### config.mk
export PLATFORM = sky130hd
export DESIGN_NAME = tuple_canon
export DESIGN_NICKNAME = d
export VERILOG_FILES = /design/src/rtl/tc_pkg.sv /design/src/rtl/tc_pair_sort.sv /design/src/rtl/tc_pair_swap.sv /design/src/rtl/tc_pipe_en.sv /design/src/rtl/tuple_canon.sv
export SDC_FILE = /design/constraint.sdc
export NUM_CORES = 1
export LEC_CHECK = 0
export ABC_AREA = 1
export BUFFER_PORTS_ARGS = -buffer_cell sky130_fd_sc_hd__buf_2
export CORE_MARGIN = 5
export CORE_UTILIZATION = 40
export DETAILED_ROUTE_END_ITERATION = 6
export GPL_TIMING_DRIVEN = 0
export SYNTH_ARGS = -nofsm -noshare
export SYNTH_HDL_FRONTEND = slang
export SYNTH_SLANG_ARGS = --single-unit
### constraint.sdc
create_clock -name clk -period 9.7 [get_ports clk]
set_input_delay 1.94 -clock clk [delete_from_list [all_inputs] [get_ports clk]]
set_output_delay 1.94 -clock clk [all_outputs]
set_load 0.02 [all_outputs]
### src/rtl/tc_pkg.sv
package tc_pkg;
  localparam int unsigned ID_W    = 16;
  localparam int unsigned AX_W    = 3;
  localparam int unsigned N_AX    = 3;
  localparam int unsigned N_EL    = 4;
  localparam int unsigned KEY_W   = AX_W * N_AX;
  localparam int unsigned ATTR_W  = KEY_W * N_EL;
  localparam int unsigned IDS_W   = ID_W * N_EL;
  localparam int unsigned WORD_W  = ATTR_W + IDS_W;

  typedef struct packed {
    logic [KEY_W-1:0] key;
    logic [ID_W-1:0]  id;
  } elem_t;

  typedef elem_t [N_EL-1:0] quad_t;

  localparam int unsigned QUAD_W = $bits(quad_t);
endpackage

### src/rtl/tc_pair_sort.sv
module tc_pair_sort
  import tc_pkg::*;
(
  input  elem_t a,
  input  elem_t b,
  output elem_t hi,
  output elem_t lo
);
  logic swap;

  always_comb begin
    swap = (b.key > a.key);
    hi   = swap ? b : a;
    lo   = swap ? a : b;
  end
endmodule

### src/rtl/tc_pair_swap.sv
module tc_pair_swap
  import tc_pkg::*;
(
  input  quad_t q_in,
  output quad_t q_out
);
  logic [2*KEY_W-1:0] lead_pair;
  logic [2*KEY_W-1:0] tail_pair;
  logic               exch;

  always_comb begin
    lead_pair = {q_in[0].key, q_in[1].key};
    tail_pair = {q_in[2].key, q_in[3].key};
    exch      = (tail_pair > lead_pair);
    if (exch) begin
      q_out[0] = q_in[2];
      q_out[1] = q_in[3];
      q_out[2] = q_in[0];
      q_out[3] = q_in[1];
    end else begin
      q_out = q_in;
    end
  end
endmodule

### src/rtl/tc_pipe_en.sv
module tc_pipe_en #(
  parameter int unsigned W = 8
) (
  input  logic         clk,
  input  logic         rst_n,
  input  logic         en,
  input  logic         vin,
  input  logic [W-1:0] din,
  output logic         vout,
  output logic [W-1:0] dout
);
  logic         v_d, v_q;
  logic [W-1:0] d_d, d_q;
  logic         load;

  always_comb begin
    load = en && vin;
    v_d  = en ? vin : v_q;
    d_d  = load ? din : d_q;
  end

  always_ff @(posedge clk or negedge rst_n) begin
    if (!rst_n) v_q <= 1'b0;
    else        v_q <= v_d;
  end

  always_ff @(posedge clk) begin
    if (load) d_q <= d_d;
  end

  assign vout = v_q;
  assign dout = d_q;
endmodule

### src/rtl/tuple_canon.sv
module tuple_canon
  import tc_pkg::*;
(
  input  logic              clk,
  input  logic              rst_n,
  input  logic              in_valid,
  output logic              in_ready,
  input  logic [IDS_W-1:0]  in_ids,
  input  logic [ATTR_W-1:0] in_attr,
  output logic              out_valid,
  input  logic              out_ready,
  output logic [WORD_W-1:0] out_word
);
  localparam int unsigned N_PAIR = N_EL / 2;

  quad_t in_q;
  quad_t s1_d, s1_q;
  quad_t s2_d, s2_q;
  logic  s1_v, s2_v;
  logic  adv;

  always_comb begin
    for (int e = 0; e < N_EL; e++) begin
      in_q[e].key = in_attr[ATTR_W-1-e*KEY_W -: KEY_W];
      in_q[e].id  = in_ids[IDS_W-1-e*ID_W -: ID_W];
    end
  end

  assign adv      = !s2_v || out_ready;
  assign in_ready = adv;

  for (genvar g = 0; g < N_PAIR; g++) begin : g_pair
    tc_pair_sort u_sort (
      .a  (in_q[2*g]),
      .b  (in_q[2*g+1]),
      .hi (s1_d[2*g]),
      .lo (s1_d[2*g+1])
    );
  end

  tc_pipe_en #(.W(QUAD_W)) u_stage1 (
    .clk   (clk),
    .rst_n (rst_n),
    .en    (adv),
    .vin   (in_valid),
    .din   (s1_d),
    .vout  (s1_v),
    .dout  (s1_q)
  );

  tc_pair_swap u_swap (
    .q_in  (s1_q),
    .q_out (s2_d)
  );

  tc_pipe_en #(.W(QUAD_W)) u_stage2 (
    .clk   (clk),
    .rst_n (rst_n),
    .en    (adv),
    .vin   (s1_v),
    .din   (s2_d),
    .vout  (s2_v),
    .dout  (s2_q)
  );

  always_comb begin
    for (int e = 0; e < N_EL; e++) begin
      out_word[WORD_W-1-e*KEY_W -: KEY_W] = s2_q[e].key;
      out_word[IDS_W-1-e*ID_W -: ID_W]    = s2_q[e].id;
    end
  end

  assign out_valid = s2_v;
endmodule

==> impl_results.md, run 1 <==
* Adder-cell share of the synthesized area at 0.0448
* Vias per cell at 5.07
* Mux cell area share after synthesis at 0
* Clock Latency Late Sink at 510 ps
* Largest net degree at the start of global routing at 71
* Leakage dissipation at 5.89 nW
* Unique masters post-synth at 26
* RSZ-0062 raised after global routing: false
* Worst Path Buf+Inv at 3
* Relative slew slack at 0.340
* Main combinational cell family by area after synthesis: simple AND/OR/NAND/NOR gates
* Sinks on Clock Net at 202
* Clk buf depth at 3
* Leading area contributor after synthesis: edfxtp_1
* Seq/Total Area, Yosys at 0.602
* Hold-fix buffers, CTS at 0
* Die height at 169 microns
* Final setup margin at 5210 ps
* Root Buffer: clkbuf_16
* Worst IR Drop VDD at 0.000108 V
* Synth Area in Compound Gates at 0.0132
* Worst hold path class: register to register
* Avg Inst Size Synth at 9.74 sq um
* First-pass GRT wire length at 44.9 mm
* Final hold vios at 0
* Pre-CTS WS at 5190 ps
* Share of layout cells above drive strength 1 at 0.239
* Synth Area in XOR/XNOR at 0
* CP endpoint kind: primary output
* Initial antenna violation count at 11
* TritonCTS clock tree: done
* Total Nets Final at 1405
* DRT iter0 DRCs at 646
* MaxCap Viol Count at 0
* Yosys warns at 0
* Slew @ Worst Pin at 987 ps
* Mapped cell area at 0.0101 sq mm
* Total die area at 0.0284 sq mm
* Slew Limit Fails at 0
* Die Wd at 169 microns
* Syn nets at 1173
* DR pass1 iterations at 7
* Critical path class: input port to primary output
* Syn Inst Count at 1033
* Routed WL per cell at 17.9 microns
* Worst stage delay on the critical path at 220 ps
* Critical-path top delay cell: nor2_1
* Core ar. at 0.0250 sq mm
* CP startpoint kind: input port
* Total congestion overflow at 0
* GR Util All Layers at 0.201
* Routed WL at 28.9 mm
* Starting Density at 0.403
* Via count at 8201
* CP Data Required Time at 7760 ps
* CP arrival at 2550 ps
* I/O pin cnt at 206
* Synthesized flop and latch total at 202
* Synth-to-Final Area Change at 22.5%
* Most common cell after layout, fill and taps aside: nand2_1
* CP top delay family: buffers and inverters
* Num CTS Buffers at 22
* Postcts setup bufs at 0
* Cts repair resizes at 0
* Most frequent cells in the layout: nand2_1, buf_2, nand3_1, edfxtp_1, inv_1
* Clock Skew at 15.0 ps
* H-tree Lvls at 1
* Row count at 58
* Pwr/cell area at 213 mW/mm^2
* Port-buffer cells at 205
* Final Cycle Share at 0.463
* Hpwl dp at 21.5 mm
* DRC viols at 0
* Reg clk slew, reported paths at 60 ps
* Final setup violation count at 0
* Critical Path Fanout Max at 4
* Post-synthesis simple-gate area fraction at 0.274
* Routability congestion estimate at 0.877
* Remaining antenna violation count at 0
* Synth top area cells: edfxtp_1, nand2_1, nand3_1
* Top-area cell type share of the netlist area at 0.597
* Max Freq at 222 MHz
* Final setup TNS at 0 ps
* Most frequent CP cell: buf_2
* Vias in the first global route at 8067
* Status: complete, no violations
* CP Cell Sequence: buf_2, nor2_1, inv_1, buf_2
* Tmin final at 4490 ps
[Yosys cell counts, drive strengths merged]
cell type and number:
clkinv 1, o21ai 7, nand4 3, nand3 201, nor2 12, buf 53, dfrtp 2, a21oi 12
and3 1, clkbuf 9, edfxtp 200, inv 52, nand2 440, ha 36, a21o 4
[cells by family after synthesis]
| family | after synthesis |
|---|---|
| AO/OA/AOI/OAI | 23 |
| adder cells (fa/ha/maj) | 36 |
| buffers and inverters | 115 |
| flip-flops | 202 |
| AND/OR/NAND/NOR | 657 |
[flip-flops by register name, indices dropped and copies added (netlist names)]
signal,flops
u_stage1.dout,100
u_stage1.vout,1
u_stage2.dout,100
u_stage2.vout,1
[layer usage]
metal	vias up	share of wire	global-route usage
met2	352	0.46	0.324
met4	12	0.030	0.0646
met1	3812	0.43	0.274
met3	67	0.083	0.0425
li1	3958	-	-
met5	-	0.0024	0
[report_power, final]
part	leakage, nW	internal, mW	switching [mW]
sequential	1.94	1.13	0.0479
clock	0.359	0.512	0.340
combinational	3.59	0.196	0.403
[cell type report]
cell class | instances | area [sq um]
Clock buffer | 27 | 591
Tap cell | 330 | 413
Multi-Input combinational cell | 716 | 3350
Clock inverter | 13 | 139
Inverter | 53 | 201
Antenna cell | 5 | 12.5
Timing Repair Buffer | 208 | 1090
Buffer | 62 | 465
Sequential cell | 202 | 6060
Fill cell | 2330 | 12600
[final timing paths]
path,slack [ps],depth (start not counted),start,end
worst max-delay path,5210,4,out_ready,in_ready
worst min-delay path,500,2,u_stage1.vout,u_stage2.vout
worst max register to register,7320,11,u_stage1.dout[74],u_stage2.dout[15]
worst min register to register,500,2,u_stage1.vout,u_stage2.vout
max in group asynchronous,8390,1,rst_n,u_stage1.vout
min in group asynchronous,1210,1,rst_n,u_stage2.vout
[worst register-to-register path, cell delays in order, from the launching register on]
cell and delay (ps):
edfxtp_1 440, ha_1 330, nand2_1 90, nor2_2 220, nand2_1 100, nor2_1 110, nor2_1 60, nand2_2 80
nand2_2 220, buf_2 280, nand2_1 80, nand2_1 80
[per-stage QoR]
| step | std cells | hold slack (ps) | total power [mW] | instance area [sq um] | utilization |
|---|---|---|---|---|---|
| after floorplan | 1033 | 432 | 1.58 | 10100 | - |
| after global placement | 1568 | 446 | 1.79 | 11500 | 0.461 |
| after detailed placement | 1571 | 499 | 1.79 | 11600 | 0.464 |
| after CTS | 1611 | 506 | 2.64 | 12300 | 0.493 |
| after global routing | 1616 | 525 | 2.76 | 12300 | 0.493 |
| final | 1616 | 497 | 2.63 | 12300 | 0.493 |
No activity file was read; power rests on OpenSTA's default activity.
==> run 2: changes to the inputs <==
--- a/config.mk
+++ b/config.mk
@@ -5,7 +5,7 @@
 export SDC_FILE = /design/constraint.sdc
 export NUM_CORES = 1
 export LEC_CHECK = 0
-export ABC_AREA = 1
+export ABC_AREA = 0
 export BUFFER_PORTS_ARGS = -buffer_cell sky130_fd_sc_hd__buf_2
 export CORE_MARGIN = 5
 export CORE_UTILIZATION = 40
==> constraint.sdc (replaced) <==
create_clock -name clk -period 4.6 [get_ports clk]
set_input_delay 0.92 -clock clk [delete_from_list [all_inputs] [get_ports clk]]
set_output_delay 0.92 -clock clk [all_outputs]
set_load 0.02 [all_outputs]
==> run 2 against run 1 <==
Net effect: die area fell by 1.1%; setup slack worse by 3400 ps; clock power rose by 97%; critical path type is now input port to register; largest cell class unchanged; power up 100%; via count fell by 33%; worst hold slack got worse by 310 ps; combinational power up 110%; design area fell by 1.7%.
==> impl_results.md, run 2 <==
* Clock Skew at 7.01 ps (-8.01 ps)
* Multi-input gate area at 0.00345 sq mm (+3.1%)
* Most common cell after layout, fill and taps aside: buf_2
* Top-count cell post-synth: edfxtp_1
* Tmin final at 2840 ps
* Via count at 5528 (-33%)
* Leakage dissipation at 5.17 nW (-12%)
* Relative slew slack at 0.505 (+0.165)
* Die Wd at 168 microns (-0.58%)
* CP Data Required Time at 4840 ps (-2920 ps)
* Slew Limit Fails at 0 (unchanged)
* Pre-CTS WS at 1220 ps (-3970 ps)
* Synth-to-Final Area Change at 21.8%
* Max Freq at 352 MHz
* Critical path class: input port to register
* CP endpoint kind: register
* Seq/Total Area, Yosys at 0.609 (+0.00743)
* Final Cycle Share at 0.617
* Final setup TNS at 0 ps (unchanged)
* Async S/R FF share, synth at 0.00990 (unchanged)
* DRC viols at 0 (unchanged)
* Post-route insts no fill at 1128 (-30%)
* I/O pin cnt at 206 (unchanged)
* Storage element area at 0.00606 sq mm (unchanged)
* DRT iter0 DRCs at 266 (-59%)
* Critical Path Fanout Max at 10 (+6)
* Hpwl dp at 16.4 mm (-24%)
* Synth top area cells: edfxtp_1, mux2_4, mux2_1
* Syn Inst Count at 556 (-46%)
* CP startpoint kind: input port
* Die height at 168 microns (-0.58%)
* RSZ-0062 raised after global routing: false
* Root Buffer: clkbuf_16
* Routed WL per cell at 20.1 microns (+12%)
* Commonest cells in the netlist: edfxtp_1, mux2_4, mux2_1
* MaxCap Viol Count at 0 (unchanged)
* Core ar. at 0.0244 sq mm (-2.3%)
* Most common flop cell mapped by yosys: edfxtp_1
* Final setup violation count at 0 (unchanged)
* Status: complete, no violations
* Total congestion overflow at 0 (unchanged)
* Fillers at 2143 (-8.0%)
* Final hold vios at 0 (unchanged)
* Cts repair resizes at 0 (unchanged)
* Reg clk slew, reported paths at 60 ps (about the same)
* GR Util All Layers at 0.156 (-0.0449)
* TritonCTS clock tree: done
* Row count at 57 (-1.7%)
* Worst IR Drop VDD at 0.000255 V (+140%)
* Utilization after layout at 0.496 (+0.00292)
* Avg Inst Size Synth at 17.9 sq um (+84%)
* Starting Density at 0.407 (+0.00444)
* Sinks on Clock Net at 202 (unchanged)
* Total Nets Final at 928 (-34%)
* Syn nets at 696 (-41%)
* Most frequent cells in the layout: buf_2, edfxtp_1, mux2_4, mux2_1, inv_1
* CP arrival at 3070 ps (+520 ps)
* Num CTS Buffers at 23 (+4.5%)
* Largest net degree at the start of global routing at 61 (-14%)
* First-pass GRT wire length at 34.5 mm (-23%)
* DR pass1 iterations at 4 (-3)
* Tot Pwr at 5.34 mW (+100%)
* Placed Instances at 1087 (-31%)
* Yosys warns at 0 (unchanged)
* Mapped cell area at 0.00994 sq mm (-1.2%)
* H-tree Lvls at 1 (unchanged)
* Number of flops mapped to enable cells by yosys at 200 (unchanged)
* Synthesized flop and latch total at 202 (unchanged)
* Post-DP Area at 0.0114 sq mm (-1.3%)
* Worst hold path class: input port to async pin
* Final Cell Area at 0.0121 sq mm (-1.7%)
* Leading area contributor after synthesis: edfxtp_1
* Routability congestion estimate at 0.880 (+0.34%)
* Initial antenna violation count at 1 (-10)
* Share of layout cells above drive strength 1 at 0.487 (+0.248)
* Vias in the first global route at 6144 (-24%)
* Slew @ Worst Pin at 742 ps (-245 ps)
* Clock Latency Late Sink at 500 ps (about the same)
* Final setup margin at 1760 ps (-3440 ps)
* Top-area cell type share of the netlist area at 0.604 (+0.00737)
* Pwr/cell area at 441 mW/mm^2 (+110%)
* Hold-fix buffers, CTS at 0 (unchanged)
* Unique masters post-synth at 33 (+27%)
* Remaining antenna violation count at 0 (unchanged)
* Clk buf depth at 3 (unchanged)
* Routed WL at 22.6 mm (-22%)
* Hold slack at 190 ps (-306 ps)
* Total die area at 0.0281 sq mm (-1.1%)
* Vias per cell at 4.90 (-3.4%)
* Port-buffer cells at 205 (unchanged)
* Postcts setup bufs at 0 (unchanged)
[run 2: where the power goes]
part	internal, mW	switching [mW]
Clock	0.977	0.702
Sequential	2.33	0.0842
Combinational	0.615	0.641
[run 2: final cells by class]
cell class                      count  area share
Timing Repair Buffer              207      0.0893
Buffer                             21      0.0244
Antenna cell                        1    0.000207
Tap cell                          324      0.0335
Sequential cell                   202       0.500
Clock buffer                       32      0.0503
Clock inverter                      8     0.00548
Inverter                           37      0.0115
Multi-Input combinational cell    296       0.285
[run 2: logic make-up (layout without fill, tap and decap cells)]
family                     Yosys count  in the layout  synth area share
muxes                              200            200             0.264
AOI/OAI and AO/OA                   29             29            0.0190
other                                0              1                 0
DFF                                202            202             0.609
and+or+nand+nor                     31             31            0.0181
buffers and inverters               58            305            0.0437
adders and majority gates           36             36            0.0453
[run 2: metal layers]
| metal | vias up | part of all wire | routed length (microns) | global-route usage |
|---|---|---|---|---|
| met3 | 38 | 0.058 | 1320 | 0.0368 |
| met5 | - | 0 | 0 | 0 |
| met2 | 158 | 0.49 | 11000 | 0.266 |
| met1 | 2732 | 0.42 | 9610 | 0.198 |
| li1 | 2600 | - | - | - |
| met4 | 0 | 0.030 | 671 | 0.0501 |
[run 2: path summary, 6_finish.rpt]
check / start / endpoint / slack (ps) / depth (start not counted)
max: in_attr[28] / u_stage1.dout[23] / 1760 / 11
min: rst_n / u_stage1.vout / 190 / 1
max reg2reg: u_stage1.dout[22] / u_stage2.dout[71] / 1860 / 10
min reg2reg: u_stage1.vout / u_stage2.vout / 490 / 1
max in group asynchronous: rst_n / u_stage2.vout / 4320 / 1
min in group clk: u_stage1.vout / u_stage2.vout / 490 / 1
[run 2: worst max-delay path, cell delays in order]
cell and delay (ps):
buf_2 100, inv_1 40, ha_1 280, nor2b_1 130, o21a_1 160, o21ai_1 130
a21oi_1 90, o22ai_1 200, buf_2 400, buf_6 230, mux2_1 380
==> run 3: changes to the inputs <==
--- a/config.mk
+++ b/config.mk
@@ -5,7 +5,7 @@
 export SDC_FILE = /design/constraint.sdc
 export NUM_CORES = 1
 export LEC_CHECK = 0
-export ABC_AREA = 0
+export ABC_AREA = 1
 export BUFFER_PORTS_ARGS = -buffer_cell sky130_fd_sc_hd__buf_2
 export CORE_MARGIN = 5
 export CORE_UTILIZATION = 40
==> constraint.sdc (replaced) <==
create_clock -name clk -period 2.7 [get_ports clk]
set_input_delay 0.54 -clock clk [delete_from_list [all_inputs] [get_ports clk]]
set_output_delay 0.54 -clock clk [all_outputs]
set_load 0.02 [all_outputs]
==> run 3 against run 2 <==
Net effect: via count rose by 48%; combinational power rose by 73%; global-route usage rose by 4.5 points; largest cell class unchanged; count of clock-buffer cells in the layout fell by 5; wire length rose by 29%.
==> impl_results.md, run 3 (same netlist as run 1, synthesis figures left out) <==
* Clk buf depth at 3 (unchanged)
* Starting Density at 0.403 (-0.00444)
* Remaining antenna violation count at 0 (unchanged)
* RSZ-0062 raised after global routing: false
* Final setup margin at 338 ps (-1420 ps)
* Die height at 169 microns (+0.58%)
* Relative slew slack at 0.345 (-0.161)
* MaxCap Viol Count at 0 (unchanged)
* Routed WL per cell at 18.0 microns (-10%)
* Vias in the first global route at 7875 (+28%)
* DR pass1 iterations at 5 (+1)
* Clock Latency Late Sink at 510 ps (about the same)
* Initial antenna violation count at 6 (+5)
* Slew @ Worst Pin at 981 ps (+239 ps)
* Tmin final at 2360 ps
* I/O pin cnt at 206 (unchanged)
* R2R Setup Slk at 340 ps (-1520 ps)
* Routed WL at 29.1 mm (+29%)
* Leakage dissipation at 5.90 nW (+14%)
* Tot Pwr at 9.53 mW (+78%)
* Multi-input gate area at 0.00336 sq mm (-2.8%)
* Total die area at 0.0284 sq mm (+1.2%)
* Row count at 58 (+1.8%)
* Worst hold path class: input port to register
* DRT iter0 DRCs at 680 (+160%)
* Root Buffer: clkbuf_16
* Critical Path Fanout Max at 10 (unchanged)
* CP startpoint kind: register
* Reg clk slew, reported paths at 60 ps (about the same)
* Most frequent cells in the layout: nand2_1, buf_2, nand3_1, edfxtp_1, inv_1
* DRC viols at 0 (unchanged)
* Die Wd at 169 microns (+0.58%)
* Final setup violation count at 0 (unchanged)
* Total congestion overflow at 0 (unchanged)
* Slew Limit Fails at 0 (unchanged)
* Cts repair resizes at 0 (unchanged)
* Final Cycle Share at 0.875
* TritonCTS clock tree: done
* Final Cell Area at 0.0124 sq mm (+2.2%)
* Total Nets Final at 1408 (+52%)
* Storage element area at 0.00606 sq mm (unchanged)
* First-pass GRT wire length at 44.8 mm (+30%)
* Pwr/cell area at 771 mW/mm^2 (+75%)
* Hpwl dp at 21.5 mm (+31%)
* Critical path class: register to register
* Worst IR Drop VDD at 0.000473 V (+85%)
* Max Freq at 423 MHz
* Pre-CTS WS at 157 ps (-1060 ps)
* Via count at 8160 (+48%)
* Largest net degree at the start of global routing at 39 (-36%)
* Sinks on Clock Net at 202 (unchanged)
* Num CTS Buffers at 23 (unchanged)
* Status: complete, no violations
* Core ar. at 0.0250 sq mm (+2.3%)
* Fillers at 2343 (+9.3%)
* Share of layout cells above drive strength 1 at 0.244 (-0.243)
* GR Util All Layers at 0.201 (+0.0451)
* Most common cell after layout, fill and taps aside: nand2_1
* Vias per cell at 5.04 (+2.9%)
* CP endpoint kind: register
* CP Data Required Time at 2960 ps (-1880 ps)
* Final setup TNS at 0 ps (unchanged)
* Post-DP Area at 0.0116 sq mm (+1.5%)
* Clock Skew at 11.2 ps (+4.21 ps)
* Final hold vios at 0 (unchanged)
* H-tree Lvls at 1 (unchanged)
* CP arrival at 2630 ps (-440 ps)
* Port-buffer cells at 205 (unchanged)
* Synth-to-Final Area Change at 23.0%
* Routability congestion estimate at 0.938 (+6.6%)
==> run 3: changes by cell type in the layout (fill, tap and decap cells not counted), moves of 7 or more <==
cell	previous run	this run
inv_1	37	49
mux2_2	27	0
buf_2	211	229
buf_12	11	4
nand2_1	4	435
buf_6	4	24
nand3_1	5	201
mux2_4	100	0
mux2_1	73	0
==> run 3: repair_timing <==
action / CTS / global route
setup buffers: 0 / 0
hold buffers: 1 / 0
endpoints found under the setup margin: 0 / 0
endpoints found under the hold margin: 2 / 0
==> run 3: worst max-delay path: stages (launching register included) <==
cell      delay (ps)
edfxtp_1         410
inv_1             60
ha_1             290
nand2_1          100
nor2_2           210
nand2_1          100
nor2_1           110
nor2_1            60
nand2_2           80
nand2_2          230
buf_2            300
nand2_1          100
nand2_1           60
==> run 3: power breakdown <==
part / internal [mW] / switching (mW) / leakage, nW
clock network: 1.86 / 1.28 / 0.367
logic: 0.710 / 1.47 / 3.59
registers: 4.05 / 0.166 / 1.94
==> run 3: path summary, 6_finish.rpt <==
kind / start / endpoint / cells after the start
worst max-delay path: u_stage1.dout[24] / u_stage2.dout[21] / 12
worst min-delay path: in_valid / u_stage1.vout / 3
worst max register to register: u_stage1.dout[24] / u_stage2.dout[21] / 12
worst min register to register: u_stage1.vout / u_stage2.vout / 2
max in group asynchronous: rst_n / u_stage2.vout / 2
min in group asynchronous: rst_n / u_stage1.vout / 2
==> run 3: metrics by stage <==
stage	utilization	instances	hold slack, ps
detailed placement	0.465	1572	329
finish	0.496	1618	292
global route	0.496	1618	300
CTS	0.495	1615	276
floorplan	-	1033	244
global placement	0.461	1568	327
==> run 3: cell type report <==
cell class | instances | area share
Sequential cell | 202 | 0.489
Multi-Input combinational cell | 716 | 0.271
Timing Repair Buffer | 210 | 0.0902
Clock buffer | 27 | 0.0477
Buffer | 62 | 0.0376
Tap cell | 330 | 0.0334
Inverter | 53 | 0.0164
Clock inverter | 15 | 0.0132
Antenna cell | 3 | 0.000607
==> run 3: per-layer routing <==
layer,routed length [microns],GRT usage,up-vias
li1,-,-,3962
met1,12600,0.281,3799
met2,13400,0.325,351
met3,2460,0.0388,42
met4,677,0.0547,6
met5,34,0,-
